==> config.mk <==
export PLATFORM = sky130hd
export DESIGN_NAME = qdac_serial_front
export DESIGN_NICKNAME = d
export VERILOG_FILES = /design/src/rtl/qdac_pkg.sv /design/src/rtl/qdac_sync.sv /design/src/rtl/qdac_shifter.sv /design/src/rtl/qdac_latch_bank.sv /design/src/rtl/qdac_serial_front.sv
export SDC_FILE = /design/constraint.sdc
export NUM_CORES = 1
export LEC_CHECK = 0
export BUFFER_PORTS_ARGS = -buffer_cell sky130_fd_sc_hd__buf_4
export CORE_MARGIN = 2
export CORE_UTILIZATION = 53
export DETAILED_ROUTE_END_ITERATION = 12
export PLACE_DENSITY = 0.78
export REMOVE_ABC_BUFFERS = 1
export SYNTH_ARGS = -nofsm -noshare
export SYNTH_HDL_FRONTEND = slang
export SYNTH_SLANG_ARGS = --single-unit
export TNS_END_PERCENT = 5
==> constraint.sdc <==
create_clock -name clk -period 1.68 [get_ports clk]
set_input_delay 0.084 -clock clk [delete_from_list [all_inputs] [get_ports clk]]
set_output_delay 0.084 -clock clk [all_outputs]
set_load 0.01 [all_outputs]
==> src/rtl/qdac_pkg.sv <==
package qdac_pkg;
  localparam int DEF_CODE_W = 8;
  localparam int DEF_CH_W   = 2;
  localparam int DEF_CS_W   = 2;
  localparam int DEF_SYNC   = 2;

  typedef enum int {
    IDX_SCLK = 0,
    IDX_SDAT = 1,
    IDX_LOAD = 2,
    IDX_CLR  = 3
  } sync_idx_e;

  localparam int SYNC_BITS = 4;
endpackage

==> src/rtl/qdac_sync.sv <==
module qdac_sync #(
  parameter int WIDTH  = 4,
  parameter int STAGES = 2
) (
  input  logic             clk,
  input  logic             rst,
  input  logic [WIDTH-1:0] d,
  output logic [WIDTH-1:0] q
);
  logic [WIDTH-1:0] pipe [STAGES];

  always_ff @(posedge clk) begin
    if (rst) pipe[0] <= '0;
    else     pipe[0] <= d;
  end

  for (genvar s = 1; s < STAGES; s++) begin : g_stage
    always_ff @(posedge clk) begin
      if (rst) pipe[s] <= '0;
      else     pipe[s] <= pipe[s-1];
    end
  end

  assign q = pipe[STAGES-1];
endmodule

==> src/rtl/qdac_shifter.sv <==
module qdac_shifter #(
  parameter int FRAME_W = 12
) (
  input  logic               clk,
  input  logic               rst,
  input  logic               shift_en,
  input  logic               bit_in,
  output logic [FRAME_W-1:0] frame
);
  always_ff @(posedge clk) begin
    if (rst)           frame <= '0;
    else if (shift_en) frame <= {frame[FRAME_W-2:0], bit_in};
  end
endmodule

==> src/rtl/qdac_latch_bank.sv <==
module qdac_latch_bank #(
  parameter int CODE_W = 8,
  parameter int CH_W   = 2,
  localparam int CH_N  = 1 << CH_W
) (
  input  logic                   clk,
  input  logic                   rst,
  input  logic                   clear,
  input  logic                   wr_en,
  input  logic [CH_W-1:0]        wr_ch,
  input  logic [CODE_W-1:0]      wr_code,
  output logic [CH_N*CODE_W-1:0] codes
);
  for (genvar c = 0; c < CH_N; c++) begin : g_ch
    logic [CODE_W-1:0] held;
    always_ff @(posedge clk) begin
      if (rst || clear)                      held <= '0;
      else if (wr_en && wr_ch == CH_W'(c))   held <= wr_code;
    end
    assign codes[c*CODE_W +: CODE_W] = held;
  end
endmodule

==> src/rtl/qdac_serial_front.sv <==
module qdac_serial_front
  import qdac_pkg::*;
#(
  parameter int CODE_W      = DEF_CODE_W,
  parameter int CH_W        = DEF_CH_W,
  parameter int CS_W        = DEF_CS_W,
  parameter int SYNC_STAGES = DEF_SYNC,
  localparam int CH_N       = 1 << CH_W,
  localparam int FRAME_W    = CS_W + CH_W + CODE_W
) (
  input  logic                   clk,
  input  logic                   rst,
  input  logic                   clr_n,
  input  logic                   sclk_in,
  input  logic                   sdat_in,
  input  logic                   load_in,
  input  logic [CS_W-1:0]        strap_sel,
  output logic [CH_N*CODE_W-1:0] ch_code_flat
);
  logic [SYNC_BITS-1:0] raw_in, synced;
  logic                 sclk_prev, load_prev;
  logic                 sclk_rise, load_rise;
  logic                 clr_ok;
  logic [FRAME_W-1:0]   frame;
  logic [CS_W-1:0]      frame_cs;
  logic [CH_W-1:0]      frame_ch;
  logic [CODE_W-1:0]    frame_code;
  logic                 wr_en;

  always_comb begin
    raw_in           = '0;
    raw_in[IDX_SCLK] = sclk_in;
    raw_in[IDX_SDAT] = sdat_in;
    raw_in[IDX_LOAD] = load_in;
    raw_in[IDX_CLR]  = clr_n;
  end

  qdac_sync #(.WIDTH(SYNC_BITS), .STAGES(SYNC_STAGES)) u_sync (
    .clk (clk), .rst (rst), .d (raw_in), .q (synced)
  );

  always_ff @(posedge clk) begin
    if (rst) begin
      sclk_prev <= 1'b0;
      load_prev <= 1'b0;
    end else begin
      sclk_prev <= synced[IDX_SCLK];
      load_prev <= synced[IDX_LOAD];
    end
  end

  assign sclk_rise = synced[IDX_SCLK] & ~sclk_prev;
  assign load_rise = synced[IDX_LOAD] & ~load_prev;
  assign clr_ok    = synced[IDX_CLR];

  qdac_shifter #(.FRAME_W(FRAME_W)) u_shift (
    .clk (clk), .rst (rst), .shift_en (sclk_rise),
    .bit_in (synced[IDX_SDAT]), .frame (frame)
  );

  assign frame_cs   = frame[FRAME_W-1 -: CS_W];
  assign frame_ch   = frame[CODE_W +: CH_W];
  assign frame_code = frame[CODE_W-1:0];
  assign wr_en      = load_rise & clr_ok & (frame_cs == strap_sel);

  qdac_latch_bank #(.CODE_W(CODE_W), .CH_W(CH_W)) u_bank (
    .clk (clk), .rst (rst), .clear (~clr_ok), .wr_en (wr_en),
    .wr_ch (frame_ch), .wr_code (frame_code), .codes (ch_code_flat)
  );
endmodule

Word level (Yosys, flattened, before mapping)
Memories as Yosys holds them, arrays and structs flattened.
Index checks and enable logic that the tools add are counted.
{"block": "word_totals", "regBits": 46, "latch_bits": 0, "ram_bits": 8, "mem_bits_ro": 0, "output_inout_bits": 32, "word_cells": 32, "n_memories": 1}
{"block": "op_classes", "add_sub_neg": 0, "n_mul": 0, "n_div": 0, "order_cmp": 0, "eq_ne": 4, "shift": 0, "n_mux": 5, "bitwise": 9, "reduce_logical": 6}
{"memory": "u_sync.pipe", "depth": 2, "width": 4, "read_ports": 2, "rd_clocked_by_memory_dff": 0, "wr": 2, "line": "qdac_sync.sv:10", "rtl": "logic [WIDTH-1:0] pipe [STAGES];"}
{"op": "4-bit 2-to-1 mux", "n": 2}
{"op": "1-bit AND", "n": 4}
{"op": "2-bit equality test, second input constant", "n": 2}
{"op": "1-bit logical AND", "n": 4}
{"op": "1-bit 2-to-1 mux", "n": 3}
{"op": "1-bit inverter", "n": 3}
{"op": "2-bit by 1-bit equality test with 1-bit output, second input constant", "n": 1}
{"op": "2-bit equality test", "n": 1}
{"op": "2-bit logical NOT", "n": 1}
{"op": "1-bit OR", "n": 2}
{"op": "1-bit logical OR", "n": 1}

Longest topological paths before layout
{"block": "logic_depth", "word_depth": 5, "ltp_mapped": 5, "ltp_nobuf": 3}

Cells and area by module
A second synthesis with hierarchy kept.
{"block": "unflattened", "hier_cells": 184, "area_unflattened_um2": 2125.8}
{"module": "qdac_latch_bank", "instances": 1, "cells_per_inst": 120, "area_each_um2": 1398.8}
{"module": "qdac_shifter", "instances": 1, "cells_per_inst": 38, "area_each_um2": 420.4}
{"module": "qdac_sync", "instances": 1, "cells_per_inst": 16, "area_each_um2": 210.2}
{"module": "qdac_serial_front", "instances": 1, "cells_per_inst": 10, "area_each_um2": 96.3}

Worst setup path after synthesis
Ideal clock, no wire load.
{"block": "synth_timing", "kind": "register -> register", "start": "register u_shift.frame[10]", "end": "register u_bank.g_ch[2].held[0]", "setup_time_ns": 0.127, "arrival_time_ns": 1.054, "required_time_ns": 1.553, "setup_slack_ns": 0.498, "path_stages_with_launch": 4, "path_buffers": 0, "period_less_slack_ns": 1.182, "path_cell_list": "dfxtp_1 -> xnor2_2 -> nand4_2 -> mux2i_1"}
{"block": "synth_via", "elab_chain_len": 3}
{"item": "from (decl)", "line": "qdac_shifter.sv:8", "rtl": "output logic [FRAME_W-1:0] frame"}
{"item": "from (signal assigned)", "line": "qdac_shifter.sv:12", "rtl": "else if (shift_en) frame <= {frame[FRAME_W-2:0], bit_in};"}
{"item": "2-bit equality test", "line": "qdac_serial_front.sv:64", "rtl": "assign wr_en = load_rise & clr_ok & (frame_cs == strap_sel);"}
{"item": "1-bit AND", "line": "qdac_serial_front.sv:64"}
{"item": "1-bit logical AND", "line": "qdac_latch_bank.sv:18", "rtl": "else if (wr_en && wr_ch == CH_W'(c)) held <= wr_code;"}
{"item": "to (signal assigned)", "line": "qdac_latch_bank.sv:18"}
{"item": "to (decl)", "line": "qdac_latch_bank.sv:15", "rtl": "logic [CODE_W-1:0] held;"}
No other way between the ends.
A chain may end at the register's enable or synchronous reset.

Worst setup path after layout
{"block": "layout_timing", "start": "register u_shift.frame[10]", "end": "register u_bank.g_ch[2].held[3]"}
The elaborated chain is that of the path after synthesis.

==> flow_metrics.tcl <==
set metrics [dict create \
    power_density_nw_per_um2 807 \
    fmaxAchievable_mhz 700 \
    synth_cells 196 \
    wire_per_inst_um 12.6 \
    grt_usage_pct 19.1 \
    ant_nets 0 \
    finalMaxSlewViolations 0 \
    status "completed" \
    place_area_um2 2290 \
    htreeDepth 2 \
    post-route-period-util_pct 85.1 \
    nFillCells 283 \
    clkTransAtPathRegs_ps 140 \
    final_util_pct 69.9 \
    worst_slew_pin_slew_ps 452 \
    grt_pass1_vias 1410 \
    synthMuxAreaShare_pct 16.5 \
    place_ws_ps 261 \
    grt_pass1_wl_um 6090 \
    critPathMaxFanout 8 \
    synth-xor-area-share_pct 1.68 \
    min_period_ps 1430 \
    final_area_um2 2390 \
    nets 248 \
    setup_slack_ps 251 \
    port_buffers 39 \
    placedCellCount 275 \
    hold_ws_ps 42.6 \
    critPathLaunchType "flop" \
    antenna_found_initial 0 \
    synth_compound_area_share_pct 3.10 \
    ys_seq_area_share_pct 55.7 \
    slew_headroom_pct 69.8 \
    std_cell_rows 21 \
    synth_seq_cells 54 \
    vias 1422 \
    drive_gt1_share_pct 23.2 \
    synth_cell_types 15 \
    die_w_um 64.5 \
    dpl.hpwl_um 2560 \
    start_util_pct 56.8 \
    die_h_um 64.5 \
    clock_latency_ps 360 \
    yosys_warnings 0 \
    hold_path.class "in2reg" \
    cp.required_ps 1960 \
    hold_viol 0 \
    wl_um 3630 \
    cp-end-kind "flop" \
    clock-sinks 54 \
    synth_top_area_share_pct 55.7 \
    syn_area_um2 1940 \
    cts_buffers 5 \
    synthSimpleGateAreaFrac_pct 20.6 \
    drc 0 \
    dr.pass1.iters 4 \
    cts_buffer_depth 2 \
    die-area_um2 4160 \
    core_um2 3420 \
    first_iter_violations 67 \
    setup_tns_ps 0 \
    fin_skew_ps 12.5 \
    setup.worst_path.class "reg2reg" \
    finalSetupViolCount 0 \
    n_antenna_cell 0 \
    synth_top_family_by_area "simple AND/OR/NAND/NOR gates" \
    io_pins 40 \
    yosysTopAreaCell "dfxtp_1" \
    vias_per_cell 4.95 \
    final_cells 287 \
    synth_top_cells_by_area "dfxtp_1, mux2i_1, nand2_1, nor2b_1, a21oi_1" \
    rsz0062_at_grt "no" \
    power_leakage_nw 1.09 \
    cts_tree "done" \
    cts_root_buf "clkbuf_4" \
    arrival_ps 1710 \
    area_growth_pct 23.2 \
    avgSynthCellArea_um2 9.89 \
    yosys.area_share.adder_pct 0 \
    vdd_drop_max_uv 642 \
    overflow 0 \
    total_power_mw 1.93 \
    grt_max_degree 41 \
    place_congestion 0.745 \
    cap_violations 0 \
]
## worst max-delay path: stages, from the launching register on
cell and delay [ps]:
dfxtp_1 370, xnor2_2 270, nand4_2 420, mux2i_1 300
## logic make-up (layout without fill, tap and decap cells)
| group | Yosys count | after routing |
|---|---|---|
| flip-flops | 54 | 54 |
| AND/OR/NAND/NOR | 86 | 86 |
| multiplexers | 32 | 32 |
| XOR/XNOR | 2 | 2 |
| AO/OA/AOI/OAI | 12 | 12 |
| buffers and inverters | 10 | 55 |
## cell usage after synthesis
cell	count
nand2_1	64
dfxtp_1	54
mux2i_1	32
nor2b_1	14
a21oi_1	12
clkbuf_1	8
nand4_2	3
xnor2_2	2
and2_1	1
and3b_1	1
and4_1	1
buf_2	1
buf_6	1
nand2b_1	1
nor2_1	1
## final timing paths
kind                          start                      to  slack [ps]  depth (start not counted)
setup / recovery  u_shift.frame[10]  u_bank.g_ch[2].held[3]         250                          3
hold / removal                  rst        u_shift.frame[8]          40                          2
setup reg to reg  u_shift.frame[10]  u_bank.g_ch[2].held[3]         250                          3
hold reg to reg   u_sync.pipe[0][3]       u_sync.pipe[1][3]         460                          1
## routing by layer
layer | vias up | wire length (um) | global-route usage (%)
met1 | 664 | 1580 | 21.7
met4 | 0 | 29 | 4.79
met5 | - | 0 | 0
met2 | 26 | 1900 | 34.9
li1 | 728 | - | -
met3 | 4 | 125 | 5.73
## timing repair
action,in CTS,in global routing
hold buffers,4,0
endpoints found under the hold margin,4,0
setup buffers,0,0
gates resized for setup,0,0
## state kept, by name, summed over array words and instances (netlist names)
signal            flops
u_bank.g_ch.held     32
u_shift.frame        12
u_sync.pipe           8
load_prev             1
sclk_prev             1
## final cells by class
class / count / area, um2 / area share (%)
Clock buffer: 7 / 55.1 / 2.30
Clock inverter: 1 / 5.00 / 0.210
Multi-Input combinational cell: 132 / 815 / 34.1
Sequential cell: 54 / 1080 / 45.3
Tap cell: 46 / 57.6 / 2.41
Timing Repair Buffer: 47 / 375 / 15.7
## cell usage in the layout, fill, tap and decap left out
cell           count
nand2_1           64
dfxtp_1           54
buf_4             42
mux2i_1           32
nor2b_1           13
a21oi_1           12
clkbuf_4           5
dlygate4sd3_1      4
nand4_2            3
xnor2_2            2
nor2b_2            1
and3b_1            1
nor2_1             1
and4_1             1
and2_1             1
nand2b_1           1
clkbuf_8           1
clkinv_2           1
clkbuf_1           1
buf_12             1
## where the power goes
part / total (mW) / internal [mW] / leakage (nW) / switching [mW]
clock: 0.569 / 0.204 / 0.0353 / 0.366
sequential: 1.29 / 1.29 / 0.437 / 0.00359
combinational: 0.0629 / 0.0306 / 0.614 / 0.0323
total: 1.93 / 1.53 / 1.09 / 0.401
Power figures use the tool's default switching activity.
